===== src/rtl/fpsr_pkg.sv =====
package fpsr_pkg;

  parameter int DATA_W = 32;
  parameter int EN_BIT = 30;

  localparam logic [3:0] SEL_ID     = 4'b0000;
  localparam logic [3:0] SEL_STATUS = 4'b0001;
  localparam logic [3:0] SEL_EXC    = 4'b1000;

  localparam logic [7:0] OPC_MOVE   = 8'hEE;
  localparam logic [3:0] CP_FIELD   = 4'b1010;
  localparam logic [3:0] COND_NEVER = 4'b1111;
  localparam logic [3:0] RT_PC      = 4'hF;

  typedef struct packed {
    logic wrStatus;
    logic wrExc;
  } wrStrobe_t;

endpackage


===== src/rtl/fpsr_ctrl.sv =====
module fpsr_ctrl
  import fpsr_pkg::*;
(
  input  logic        clk,
  input  logic        rst_n,
  input  logic        instValid_i,
  input  logic [31:0] instWord_i,
  input  logic        condPass_i,
  input  logic        userMode_i,
  input  logic        fpAccess_i,
  input  logic        excEn_i,
  output wrStrobe_t   strb_o,
  output logic        undef_o
);

  logic [3:0] condF, selF, rtF, cpF;
  logic [7:0] opF;
  logic [2:0] sbzHi;
  logic [3:0] sbzLo;
  logic       markBit;
  logic       isOurs, selKnown, badForm;
  logic       undefNext;
  logic       undefQ;

  always_comb begin
    condF   = instWord_i[31:28];
    opF     = instWord_i[27:20];
    selF    = instWord_i[19:16];
    rtF     = instWord_i[15:12];
    cpF     = instWord_i[11:8];
    sbzHi   = instWord_i[7:5];
    markBit = instWord_i[4];
    sbzLo   = instWord_i[3:0];
  end

  // Recognition: both encoding forms share one layout (paired form = cond 1110)
  assign isOurs = instValid_i && (condF != COND_NEVER) && (opF == OPC_MOVE)
                  && (cpF == CP_FIELD) && markBit;

  assign selKnown = (selF == SEL_ID) || (selF == SEL_STATUS) || (selF == SEL_EXC);
  assign badForm  = !selKnown || (rtF == RT_PC) || (sbzHi != 3'b000) || (sbzLo != 4'b0000);

  always_comb begin
    strb_o    = '0;
    undefNext = 1'b0;
    if (isOurs && condPass_i) begin
      if (badForm) begin
        undefNext = 1'b1;
      end else if (selF == SEL_STATUS) begin
        if (fpAccess_i && excEn_i) strb_o.wrStatus = 1'b1;
        else                       undefNext       = 1'b1;
      end else if (userMode_i) begin
        undefNext = 1'b1;
      end else if (!fpAccess_i) begin
        undefNext = 1'b1;
      end else if (selF == SEL_EXC) begin
        strb_o.wrExc = 1'b1;
      end
      // privileged identification write: accepted, dropped
    end
  end

  always_ff @(posedge clk) begin
    if (!rst_n) undefQ <= 1'b0;
    else        undefQ <= undefNext;
  end

  assign undef_o = undefQ;

  // status write strobe only with access and enable bit
  a_r7_status_needs_enable: assert property (@(posedge clk) disable iff (!rst_n)
    strb_o.wrStatus |-> (fpAccess_i && excEn_i));

  // no exception-control write in user mode
  a_r9_no_user_exc: assert property (@(posedge clk) disable iff (!rst_n)
    strb_o.wrExc |-> !userMode_i);

  // failed condition never produces an undefined pulse
  a_r3_condfail_quiet: assert property (@(posedge clk) disable iff (!rst_n)
    (instValid_i && !condPass_i) |=> !undef_o);

  // no strobe without a valid instruction
  a_r2_no_strobe_idle: assert property (@(posedge clk) disable iff (!rst_n)
    !instValid_i |-> (strb_o == '0));

endmodule


===== src/rtl/fpsr_datapath.sv =====
module fpsr_datapath
  import fpsr_pkg::*;
(
  input  logic              clk,
  input  logic              rst_n,
  input  wrStrobe_t         strb_i,
  input  logic [DATA_W-1:0] srcData_i,
  input  logic              undef_i,
  output logic              excEn_o,
  output logic              statusWe_o,
  output logic              excWe_o,
  output logic [DATA_W-1:0] wrData_o,
  output logic [DATA_W-1:0] statusReg_o,
  output logic [DATA_W-1:0] excReg_o
);

  logic [DATA_W-1:0] statusQ, excQ, dataQ;
  logic              statusWeQ, excWeQ;

  always_ff @(posedge clk) begin
    if (!rst_n) begin
      statusQ   <= '0;
      excQ      <= '0;
      dataQ     <= '0;
      statusWeQ <= 1'b0;
      excWeQ    <= 1'b0;
    end else begin
      statusWeQ <= strb_i.wrStatus;
      excWeQ    <= strb_i.wrExc;
      if (strb_i.wrStatus) statusQ <= srcData_i;
      if (strb_i.wrExc)    excQ    <= srcData_i;
      if (strb_i.wrStatus || strb_i.wrExc) dataQ <= srcData_i;
    end
  end

  assign excEn_o     = excQ[EN_BIT];
  assign statusWe_o  = statusWeQ;
  assign excWe_o     = excWeQ;
  assign wrData_o    = dataQ;
  assign statusReg_o = statusQ;
  assign excReg_o    = excQ;

  // status register takes the sampled source value
  a_r8_status_load: assert property (@(posedge clk) disable iff (!rst_n)
    strb_i.wrStatus |=> (statusQ == $past(srcData_i)));

  // exception-control register takes the sampled source value
  a_r10_exc_load: assert property (@(posedge clk) disable iff (!rst_n)
    strb_i.wrExc |=> (excQ == $past(srcData_i)));

  // undefined pulse never coincides with a write strobe
  a_r4_undef_no_write: assert property (@(posedge clk) disable iff (!rst_n)
    undef_i |-> !(statusWeQ || excWeQ));

  // registers only move through their own strobe
  a_r11_status_stable: assert property (@(posedge clk) disable iff (!rst_n)
    !strb_i.wrStatus |=> $stable(statusQ));
  a_r11_exc_stable: assert property (@(posedge clk) disable iff (!rst_n)
    !strb_i.wrExc |=> $stable(excQ));

endmodule


===== src/rtl/fpsr_write_unit.sv =====
module fpsr_write_unit
  import fpsr_pkg::*;
(
  input  logic              clk,
  input  logic              rst_n,
  input  logic              instValid_i,
  input  logic [31:0]       instWord_i,
  input  logic              condPass_i,
  input  logic              userMode_i,
  input  logic              fpAccess_i,
  input  logic [DATA_W-1:0] srcData_i,
  output logic              statusWe_o,
  output logic              excWe_o,
  output logic [DATA_W-1:0] wrData_o,
  output logic              undef_o,
  output logic [DATA_W-1:0] statusReg_o,
  output logic [DATA_W-1:0] excReg_o
);

  wrStrobe_t strb;
  logic      excEn;
  logic      undefW;

  fpsr_ctrl u_ctrl (
    .clk         (clk),
    .rst_n       (rst_n),
    .instValid_i (instValid_i),
    .instWord_i  (instWord_i),
    .condPass_i  (condPass_i),
    .userMode_i  (userMode_i),
    .fpAccess_i  (fpAccess_i),
    .excEn_i     (excEn),
    .strb_o      (strb),
    .undef_o     (undefW)
  );

  fpsr_datapath u_dp (
    .clk         (clk),
    .rst_n       (rst_n),
    .strb_i      (strb),
    .srcData_i   (srcData_i),
    .undef_i     (undefW),
    .excEn_o     (excEn),
    .statusWe_o  (statusWe_o),
    .excWe_o     (excWe_o),
    .wrData_o    (wrData_o),
    .statusReg_o (statusReg_o),
    .excReg_o    (excReg_o)
  );

  assign undef_o = undefW;

endmodule


===== config.mk =====
export PLATFORM = sky130hd
export DESIGN_NAME = fpsr_write_unit
export DESIGN_NICKNAME = d
export VERILOG_FILES = /design/src/rtl/fpsr_pkg.sv /design/src/rtl/fpsr_ctrl.sv /design/src/rtl/fpsr_datapath.sv /design/src/rtl/fpsr_write_unit.sv
export SDC_FILE = /design/constraint.sdc
export NUM_CORES = 1
export LEC_CHECK = 0
export ABC_AREA = 0
export BUFFER_PORTS_ARGS = -buffer_cell sky130_fd_sc_hd__buf_2
export CAP_MARGIN = 20
export CORE_UTILIZATION = 47
export DETAILED_ROUTE_END_ITERATION = 7
export GPL_TIMING_DRIVEN = 0
export PLACE_DENSITY = 0.79
export SETUP_SLACK_MARGIN = 0.05
export SYNTH_ARGS = -nofsm -noshare
export SYNTH_HDL_FRONTEND = slang
export SYNTH_SLANG_ARGS = --single-unit

===== constraint.sdc =====
create_clock -name clk -period 1.85 [get_ports clk]
set_input_delay 0.0925 -clock clk [delete_from_list [all_inputs] [get_ports clk]]
set_output_delay 0.0925 -clock clk [all_outputs]
set_load 0.03 [all_outputs]

==> summary.txt <==
Status: finished, final reports clean
Number of setup buffers added after CTS: 0
Most common cell after layout, fill and taps aside: buf_2
Min-Delay Path Class: primary input to register
I/O Buffers: 167
CTS Buf Count: 9
Hold slack: 23.4 ps
Crit Reg-Reg Endpoint: u_dp.statusReg_o[27]$_SDFFE_PN0P_
Worst vdd ir: 0.583 mV
Delay-heaviest family, CP: simple AND/OR/NAND/NOR gates
Hold path depth: 3
Total Die Area: 8590 sq um
Psw: 0.860 mW
Worst Tran Pin Value: 610 ps
Worst slew margin: 0.593
Worst min-delay path startpoint: srcData_i[30]
Fraction of layout cells with a size suffix above 1: 0.364
Drt first pass iters: 4
Mapped cell area: 3860 sq um
Clk pin slew, worst setup/hold paths: 90 ps
Yosys reg bits: 99
Initial core utilization: 0.492
Via/cell ratio: 4.95
Placement Rows: 32
ANT nets after route: 0
Crit path kind: register to register
Initial antenna violation count: 0
Slew Limit Fails: 0
Chip height: 92.7 um
Multi-input logic area: 1670 sq um
Gate power share: 0.050
Clock Latency Late Sink: 360 ps
Ant. Diodes: 0
Core outline area: 7850 sq um
Max clock buf depth: 2
Worst Setup End Kind: register
Setup violators final: 0
Final setup TNS: 0 ps
Post-cts hold buffer count: 0
Sequential Power Share: 0.570
Power Density: 743 nW/um^2
Placer Congestion: 0.762
Vias in the first global route: 3338
Final period util: 0.803
Crit-path max FO: 10
Register area: 1980 sq um
I/O pin total: 169
Sequential fraction of the synthesis area: 0.513
Yosys cell types: 26
# DRC: 0
Clock network power share: 0.380
Maximum operating frequency: 673 MHz
Synth warn: 0
Shortest period the worst path allows: 1490 ps
FF-to-FF path depth: 4
Cts repair resizes: 0
Total wire length: 9690 um
Number of flops mapped to enable cells by yosys: 0
Setup slack after placement: 216 ps
Clk sink count: 99
Critical Path Source Type: register
WP buf/inv: 1
Setup Skew: 8.38 ps
Die Width: 92.7 um
CP arrival: 1720 ps
Vias: 3267
Slowest cell on the critical path: dfxtp_1
Switching share of power: 0.230
Flop-to-flop setup slack: 360 ps
Commonest non-fill, non-tap cells in the layout: 170 x buf_2, 128 x nand2_1, 99 x dfxtp_1, 96 x mux2i_1, 16 x clkbuf_1
Syn avg cell area: 10.3 sq um
RSZ-0062 raised after global routing: false
Mapped Cells: 375
Largest net degree at the start of global routing: 17
Root Driver: clkbuf_8
Global-route wire length before repair: 16000 um
Asr flop ratio synth: 0
Pint: 2.88 mW
WHS Endpoint: u_dp.wrData_o[30]$_SDFFE_PN0P_
Worst R2R Start: u_dp.excReg_o[30]$_SDFFE_PN0P_
Worst Path Required: 2080 ps
Hold Vio Cnt, Final: 0
Area grow syn2layout: 30.2%
Syn Nets: 445
CP peak stage delay: 370 ps
TritonCTS clock tree: done
Drt first-iter violations: 59
# H-tree levels: 3
Primary FF master, synth: dfxtp_1
CP cell instances: and4_1 -> nand4_4 -> buf_2 -> mux2i_1
Post-DP HPWL: 7290 um
Leakage: 2.72 nW
DR WL/cell: 14.7 um
NumNets Final: 623
Post-route setup slack: 364 ps
Gr usage total: 0.238
Max-Cap Viols: 0
Fillers: 703
Grt ovf: 0
[sequential cells by signal, indices dropped and copies added (netlist names)]
register	cells
u_dp.statusReg_o	32
u_dp.excWe_o	1
u_ctrl.undef_o	1
u_dp.excReg_o	32
u_dp.statusWe_o	1
u_dp.wrData_o	32
[power groups by stage]
stage | combinational (mW) | sequential, mW | clock, mW
floorplan | 0.0790 | 2.18 | 0
global placement | 0.180 | 2.18 | 0
detailed placement | 0.186 | 2.18 | 0
CTS | 0.187 | 2.13 | 1.44
global route | 0.208 | 2.13 | 1.53
finish | 0.187 | 2.13 | 1.42
[synthesized netlist by cell type, types with 2 or more instances]
cell type	count	area [sq um]
nand4b_1	2	17.5
and4_2	2	20.0
nand4_1	2	12.5
nand2_1	128	480
mux2i_1	96	961
and4_1	2	17.5
nor4b_2	2	30.0
dfxtp_1	99	1980
clkbuf_1	15	56.3
and3_1	3	18.8
buf_12	4	80.1
buf_2	3	15.0
buf_6	4	45.0
[routing by layer]
layer | vias to the layer above | track usage | part of all wire | wire, um
met5 | - | 0 | 0 | 0
met4 | 0 | 0.0910 | 0.023 | 222
met3 | 20 | 0.0739 | 0.077 | 745
met2 | 116 | 0.393 | 0.47 | 4580
met1 | 1525 | 0.289 | 0.43 | 4140
li1 | 1606 | - | - | -
[worst max-delay path by stage]
stage	startpoint	to	slack [ps]	depth (start not counted)
2_1_floorplan	instWord_i[6]	u_dp.excReg_o[0]$_SDFFE_PN0P_	480	7
3_3_place_gp	instWord_i[17]	u_dp.excReg_o[0]$_SDFFE_PN0P_	270	7
3_5_place_dp	instWord_i[17]	u_dp.excReg_o[5]$_SDFFE_PN0P_	220	7
4_1_cts	u_dp.excReg_o[30]$_SDFFE_PN0P_	u_dp.statusReg_o[27]$_SDFFE_PN0P_	350	4
5_1_grt	u_dp.excReg_o[30]$_SDFFE_PN0P_	u_dp.statusReg_o[7]$_SDFFE_PN0P_	270	4
6_report	u_dp.excReg_o[30]$_SDFFE_PN0P_	u_dp.statusReg_o[27]$_SDFFE_PN0P_	360	4
[kinds of logic after synthesis]
family | after synthesis | share of synthesized area
muxes | 96 | 0.249
AOI/OAI and AO/OA | 4 | 0.0117
and+or+nand+nor | 148 | 0.173
buffers and inverters | 28 | 0.0538
DFF | 99 | 0.513
[final cells by class]
type	count	share of cell area
Buffer	27	0.0405
Sequential cell	99	0.394
Timing Repair Buffer	167	0.166
Clock inverter	5	0.0122
Multi-Input combinational cell	248	0.333
Tap cell	102	0.0254
Inverter	1	0.000746
Clock buffer	11	0.0281
[per-stage QoR]
step	cell area [sq um]	utilization	total power, mW	cells
after detailed placement	4830	0.615	2.36	644
after global routing	5030	0.641	3.87	660
final	5030	0.641	3.74	660
after floorplan	3860	-	2.26	375
after CTS	5030	0.641	3.76	660
after global placement	4830	0.615	2.36	644
[worst register-to-register path, cell delays in order (launching register included)]
cell and delay (ps):
dfxtp_1 370, and4_1 350, nand4_4 190, buf_2 280, mux2i_1 170
Power figures use the tool's default switching activity.
